**src/rtl/dram_refresh_pkg.sv**
```systemverilog
// Shared types and helpers for the DRAM refresh scheduler.
package dram_refresh_pkg;

    // Phases of the strobe sequencer.
    typedef enum logic [2:0] {
        RS_PAUSE    = 3'd0,
        RS_IDLE     = 3'd1,
        RS_CAS_LEAD = 3'd2,
        RS_RAS_LOW  = 3'd3,
        RS_PRECHG   = 3'd4
    } rs_state_e;

    // Largest of three cycle counts, used to size a shared phase counter.
    function automatic int max_of3(input int a, input int b, input int c);
        int m;
        m = a;
        if (b > m) m = b;
        if (c > m) m = c;
        return m;
    endfunction

endpackage

```
**src/rtl/refresh_tick_timer.sv**
```systemverilog
// Interval timer: emits a one-cycle tick every TICK_CYC cycles while enabled.
// Assumes TICK_CYC >= 2. When the timer is disabled, its count returns to zero.
module refresh_tick_timer #(
    parameter int TICK_CYC = 1560
) (
    input  logic clk,
    input  logic rst_n,
    input  logic en,
    output logic tick
);
    localparam int TW = $clog2(TICK_CYC);

    logic [TW-1:0] cnt_q;

    assign tick = en && (cnt_q == TW'(TICK_CYC - 1));

    // Count enabled cycles and wrap at the end of each interval.
    always_ff @(posedge clk) begin
        if (!rst_n || !en) begin
            cnt_q <= '0;
        end else if (tick) begin
            cnt_q <= '0;
        end else begin
            cnt_q <= cnt_q + TW'(1);
        end
    end
endmodule

```
**src/rtl/refresh_backlog.sv**
```systemverilog
// Pending-refresh counter: adds one per tick and removes one per accepted refresh.
// Saturates at DEPTH. A tick that finds the counter full with no removal in the
// same cycle is dropped and sets a sticky overflow flag.
// Assumes that take is only asserted while the counter is non-zero.
module refresh_backlog #(
    parameter int DEPTH = 8
) (
    input  logic clk,
    input  logic rst_n,
    input  logic tick,
    input  logic take,
    output logic nonzero,
    output logic ovf
);
    localparam int CW = $clog2(DEPTH + 1);

    logic [CW-1:0] cnt_q;
    logic          ovf_q;

    assign nonzero = (cnt_q != '0);
    assign ovf     = ovf_q;

    // Apply tick and take together; when both arrive, the count is unchanged.
    always_ff @(posedge clk) begin
        if (!rst_n) begin
            cnt_q <= '0;
            ovf_q <= 1'b0;
        end else begin
            unique case ({tick, take})
                2'b10: begin
                    if (cnt_q == CW'(DEPTH)) ovf_q <= 1'b1;
                    else                     cnt_q <= cnt_q + CW'(1);
                end
                2'b01:   cnt_q <= cnt_q - CW'(1);
                default: cnt_q <= cnt_q;
            endcase
        end
    end
endmodule

```
**src/rtl/refresh_strobe_fsm.sv**
```systemverilog
// Strobe sequencer: holds the power-up pause, then runs the wake-up refreshes and
// the periodic refresh cycles with the column strobe falling before the row strobe.
// Assumes that the access sequencer grants the bus only while the row strobe is
// inactive, and that it leaves the strobes to this block while bus_req is high.
module refresh_strobe_fsm
    import dram_refresh_pkg::*;
#(
    parameter int INIT_PAUSE_CYC = 20000,
    parameter int WAKE_COUNT     = 8,
    parameter int CAS_LEAD_CYC   = 1,
    parameter int CAS_HOLD_CYC   = 2,
    parameter int RAS_LOW_CYC    = 6,
    parameter int RP_CYC         = 4
) (
    input  logic clk,
    input  logic rst_n,
    input  logic backlog_nz,
    input  logic bus_grant,
    output logic bus_req,
    output logic ras_n,
    output logic cas_n,
    output logic we_n,
    output logic init_done,
    output logic take
);
    localparam int PW = $clog2(INIT_PAUSE_CYC + 1);
    localparam int SW = $clog2(max_of3(CAS_LEAD_CYC, RAS_LOW_CYC, RP_CYC) + 1);
    localparam int WW = $clog2(WAKE_COUNT + 1);

    rs_state_e     state_q;
    logic [PW-1:0] pause_q;
    logic [SW-1:0] ph_q;
    logic [WW-1:0] wake_q;
    logic          done_q;
    logic          need;
    logic          start;

    // Work is owed: the remaining wake-up cycles before init, the backlog after it.
    assign need  = done_q ? backlog_nz : (wake_q != '0);
    assign start = (state_q == RS_IDLE) && need && bus_grant;
    assign take  = start && done_q;

    // Strobe decode from the registered phase.
    assign ras_n     = (state_q != RS_RAS_LOW);
    assign cas_n     = !((state_q == RS_CAS_LEAD) ||
                         ((state_q == RS_RAS_LOW) && (ph_q < SW'(CAS_HOLD_CYC))));
    assign we_n      = 1'b1;
    assign bus_req   = ((state_q == RS_IDLE) && need) ||
                       (state_q == RS_CAS_LEAD) || (state_q == RS_RAS_LOW) ||
                       (state_q == RS_PRECHG);
    assign init_done = done_q;

    // Sequence the pause, the strobe phases and the wake-up bookkeeping.
    always_ff @(posedge clk) begin
        if (!rst_n) begin
            state_q <= RS_PAUSE;
            pause_q <= '0;
            ph_q    <= '0;
            wake_q  <= WW'(WAKE_COUNT);
            done_q  <= 1'b0;
        end else begin
            unique case (state_q)
                RS_PAUSE: begin
                    if (pause_q == PW'(INIT_PAUSE_CYC - 1)) state_q <= RS_IDLE;
                    else                                    pause_q <= pause_q + PW'(1);
                end
                RS_IDLE: begin
                    ph_q <= '0;
                    if (start) begin
                        state_q <= RS_CAS_LEAD;
                        if (!done_q) wake_q <= wake_q - WW'(1);
                    end
                end
                RS_CAS_LEAD: begin
                    if (ph_q == SW'(CAS_LEAD_CYC - 1)) begin
                        ph_q    <= '0;
                        state_q <= RS_RAS_LOW;
                    end else begin
                        ph_q <= ph_q + SW'(1);
                    end
                end
                RS_RAS_LOW: begin
                    if (ph_q == SW'(RAS_LOW_CYC - 1)) begin
                        ph_q    <= '0;
                        state_q <= RS_PRECHG;
                    end else begin
                        ph_q <= ph_q + SW'(1);
                    end
                end
                RS_PRECHG: begin
                    if (ph_q == SW'(RP_CYC - 1)) begin
                        ph_q    <= '0;
                        state_q <= RS_IDLE;
                        if (!done_q && (wake_q == '0)) done_q <= 1'b1;
                    end else begin
                        ph_q <= ph_q + SW'(1);
                    end
                end
                default: state_q <= RS_PAUSE;
            endcase
        end
    end
endmodule

```
**src/rtl/dram_refresh_sched.sv**
```systemverilog
// Top of the refresh scheduler. It joins the interval timer, the backlog counter
// and the strobe sequencer. The timer runs only after initialisation is complete.
// Assumes CAS_HOLD_CYC < RAS_LOW_CYC and that every cycle count is at least 1.
module dram_refresh_sched #(
    parameter int INIT_PAUSE_CYC = 20000,
    parameter int WAKE_COUNT     = 8,
    parameter int TICK_CYC       = 1560,
    parameter int BACKLOG_MAX    = 8,
    parameter int CAS_LEAD_CYC   = 1,
    parameter int CAS_HOLD_CYC   = 2,
    parameter int RAS_LOW_CYC    = 6,
    parameter int RP_CYC         = 4
) (
    input  logic clk,
    input  logic rst_n,
    input  logic bus_grant,
    output logic bus_req,
    output logic ras_n,
    output logic cas_n,
    output logic we_n,
    output logic init_done,
    output logic backlog_ovf
);
    logic tick;
    logic take;
    logic backlog_nz;

    refresh_tick_timer #(
        .TICK_CYC(TICK_CYC)
    ) u_timer (
        .clk  (clk),
        .rst_n(rst_n),
        .en   (init_done),
        .tick (tick)
    );

    refresh_backlog #(
        .DEPTH(BACKLOG_MAX)
    ) u_backlog (
        .clk    (clk),
        .rst_n  (rst_n),
        .tick   (tick),
        .take   (take),
        .nonzero(backlog_nz),
        .ovf    (backlog_ovf)
    );

    refresh_strobe_fsm #(
        .INIT_PAUSE_CYC(INIT_PAUSE_CYC),
        .WAKE_COUNT    (WAKE_COUNT),
        .CAS_LEAD_CYC  (CAS_LEAD_CYC),
        .CAS_HOLD_CYC  (CAS_HOLD_CYC),
        .RAS_LOW_CYC   (RAS_LOW_CYC),
        .RP_CYC        (RP_CYC)
    ) u_fsm (
        .clk       (clk),
        .rst_n     (rst_n),
        .backlog_nz(backlog_nz),
        .bus_grant (bus_grant),
        .bus_req   (bus_req),
        .ras_n     (ras_n),
        .cas_n     (cas_n),
        .we_n      (we_n),
        .init_done (init_done),
        .take      (take)
    );
endmodule

```
**config.mk**
```make
export PLATFORM = sky130hd
export DESIGN_NAME = dram_refresh_sched
export DESIGN_NICKNAME = d
export VERILOG_FILES = /design/src/rtl/dram_refresh_pkg.sv /design/src/rtl/refresh_tick_timer.sv /design/src/rtl/refresh_backlog.sv /design/src/rtl/refresh_strobe_fsm.sv /design/src/rtl/dram_refresh_sched.sv
export SDC_FILE = /design/constraint.sdc
export NUM_CORES = 1
export LEC_CHECK = 0
export BUFFER_PORTS_ARGS = -buffer_cell sky130_fd_sc_hd__buf_2
export CAP_MARGIN = 10
export CORE_ASPECT_RATIO = 1.2
export CORE_MARGIN = 2
export CORE_UTILIZATION = 55
export DETAILED_ROUTE_END_ITERATION = 7
export HOLD_SLACK_MARGIN = 0.05
export PLACE_DENSITY = 0.75
export SLEW_MARGIN = 0
export SYNTH_ARGS = -nofsm -noshare
export SYNTH_HDL_FRONTEND = slang
export SYNTH_SLANG_ARGS = --single-unit
```
**constraint.sdc**
```tcl
create_clock -name clk -period 7.1 [get_ports clk]
set_clock_uncertainty 0.05 [all_clocks]
set_input_delay 0.71 -clock clk [delete_from_list [all_inputs] [get_ports clk]]
set_output_delay 0.71 -clock clk [all_outputs]
set_load 0.02 [all_outputs]
```
==> summary.md <==
| Metric | Value |
|---|---|
| Via density | 5.49 |
| Startpoint Class | register |
| Number of max-cap violations | 0 |
| Post-synth EDFFs | 0 |
| Total congestion overflow | 0 |
| Die X | a little over 60 um |
| DR WL/cell | between 10 and 15 um |
| Worst-margin pin slew | a little over 0.8 ns |
| DRC errors left | 0 |
| Fmax | about 360 MHz |
| Final nets | 272 |
| Number of global-route vias before repair | approximately 1.6k |
| DRT Pass-1 Iters | 4 |
| CTS Buf Count | 5 |
| CP endpoint kind | output port |
| Row cnt | 25 |
| Post-layout min period | 2.80 ns |
| Seq cells post-synth | between 40 and 50 |
| Placer Congestion | slightly above 0.8 |
| Synth warn | 0 |
| Clock Sinks | 42 |
| Final period util | between 30 and 40% |
| Post-CTS Hold Buffers | 0 |
| CTS tree | yes |
| Post-CTS setup buffer count | 0 |
| Clock slew at the register clock pins of the worst setup and hold paths | about 0.080 ns |
| Share of layout cells above drive strength 1 | under 10% |
| Reg2reg setup slack | roughly 4.4 ns |
| Cell taking the most area after synthesis | dfxtp_1 |
| Synthesized instance count | 256 |
| Synth Cell Area | around 2200 sq um |
| I/O pin count | 9 |
| CTS Root Cell | clkbuf_8 |
| Clk Latency, worst-skew pair | 0.28 ns |
| CTS-repair resized insts | 0 |
| Antenna cells | 0 |
| Antenna Nets Post-Route | 0 |
| Asr flop ratio synth | 0% |
| Initial core utilization | between 50 and 60% |
| Post-synth top area share | between 30% and 40% |
| Syn nets | between 200 and 300 |
| Most used DFF post-synth | dfxtp_1 |
| Yosys cell types | a little over 50 |
| DR vias | roughly 1.7k |
| Final Hold Fails | 0 |
| H-Tree Depth | 2 |
| Total global-route track usage | 17.8% |
| Die Span Y | 73.8 um |
| Setup Crit Path Kind | register to output port |
| Initial antenna violation count | 0 |
| Status | complete, no violations |
| Final setup fails | 0 |
| Core Footprint | 3910 sq um |
| Initial DRC Count | 91 |
| Final Hold Slack | between 0.4 and 0.5 ns |
| WL final | 3840 um |
| Finished Core Util | approximately three fifths |
| IO buf count | 7 |
| Post-route setup TNS | 0 ns |
| LEAKAGE | around 0.93 nW |
| First-pass GRT wire length | 6700 um |
| CP Data Arrival Time | slightly above 2 ns |
| Worst VDD drop | roughly 130 uV |
| Die ar. | 4590 sq um |
| Worst EP required | about 6.3 ns |
| Clock Tree Buf Depth | 2 |
| Avg Cell Area, Syn | 8.72 sq um |
| Layout area overhead | 6.00% |
| Worst-path maximum fanout | 5 |
| Dpl hpwl | 2730 um |
| Top cells by count, synth | dfxtp_1 (42), nand2_1 (24), nor2_1 (19) |
| Final Max Tran Viols | 0 |
| Maximum number of pins on one net before global-route repair | 39 |
| Register area share after synthesis | a little under two fifths |
| Top-count cell post-synth | dfxtp_1 |
| Area contributors post-synth | dfxtp_1 (38%), ha_1 (5.6%), xor2_1 (5.1%) |
| Relative slew slack | between 40% and 50% |
| P per Cell Area | between 200 and 250 nW/um^2 |
| RSZ-0062 raised after global routing | no |
| Min-delay worst type | register to register |
==> where the power goes <==
group	leakage (nW)	internal, mW	switching (mW)
Combinational	0.545	0.0477	0.0655
Clock	0.0482	0.0785	0.0773
Sequential	0.339	0.252	0.0214
==> routing by layer <==
metal | track usage (%) | vias up | wire (um)
li1 | - | 886 | -
met1 | 20.1 | 810 | 1760
met2 | 33.0 | 17 | 1950
met3 | 5.05 | 4 | 90
met4 | 5.43 | 0 | 31
met5 | 0 | - | 0
==> worst max-delay path: stages, from the launching register on <==
cell and delay [ns]:
dfxtp_1 0.32, inv_1 0.08, ha_1 0.16, nor4b_1 0.66, inv_1 0.09, a31oi_1 0.18
o21ai_0 0.09, buf_2 0.17
==> metrics by stage <==
stage	cell area, sq um	power (mW)	worst slack, ns	std cells
floorplan	2230	0.374	4.53	256
global placement	2270	0.389	4.27	305
detailed placement	2270	0.393	4.19	305
CTS	2370	0.551	4.29	313
global route	2370	0.578	4.09	313
finish	2370	0.542	4.30	313
==> cells by family (layout without fill, tap and decap cells) <==
group	count (synthesis)	count (layout)	synth area share, %
muxes	5	5	2.24
and+or+nand+nor	114	114	29.3
xor gates and xnor gates	21	21	8.24
AOI/OAI and AO/OA	36	36	10.9
adders and majority gates	11	11	6.50
other	1	1	0.168
DFF	42	42	37.7
buffers and inverters	26	29	5.04
==> sequential cells by signal, indices dropped and copies added, names as in the netlist <==
signal / count
u_timer.cnt_q: 11
u_backlog.cnt_q: 4
u_fsm.ph_q: 3
u_fsm.init_done: 1
u_fsm.wake_q: 4
u_fsm.state_q: 3
u_backlog.ovf: 1
u_fsm.pause_q: 15
==> worst paths after layout <==
path / from / to / depth (start not counted)
worst min register to register: u_timer.cnt_q[0] / u_timer.cnt_q[0] / 1
worst min-delay path: u_timer.cnt_q[0] / u_timer.cnt_q[0] / 1
worst max register to register: u_fsm.state_q[0] / u_backlog.cnt_q[3] / 9
worst max-delay path: u_fsm.wake_q[0] / bus_req / 7
==> final cells by class <==
class / instances / area, sq um
sequential: 42 / 841
inverter: 14 / 52.6
multi-input combinational: 188 / 1280
timing repair buffer: 7 / 35.0
clock buffer: 7 / 86.3
tap: 54 / 67.6
clock inverter: 1 / 5.00
fill: 357 / 1540
==> layout by cell type, fill, tap and decap left out, types with 2 or more instances in the layout <==
master    netlist  routed
nor2_1         19      19
a21boi_1        3       3
nor4b_1         4       4
nand4_1         4       4
xor2_1         13      13
o21ai_0        12      12
a31oi_1         3       3
and3_1          5       5
a21oi_1         3       3
a22oi_1         2       2
o211a_1         2       2
buf_2           3       7
nor3b_1         2       2
nor4_1          4       4
clkbuf_8        0       6
nor3_1          3       3
and2_1         10      10
nor2b_1         8       8
mux2i_1         5       5
nand3_1        11      11
a21boi_0        2       2
dfxtp_1        42      42
nand2_1        24      24
xnor2_1         8       8
ha_1           10      10
nand2b_1        5       5
a21o_1          2       2
inv_1          14      14
or3_1           4       4
Power figures use the tool's default switching activity.
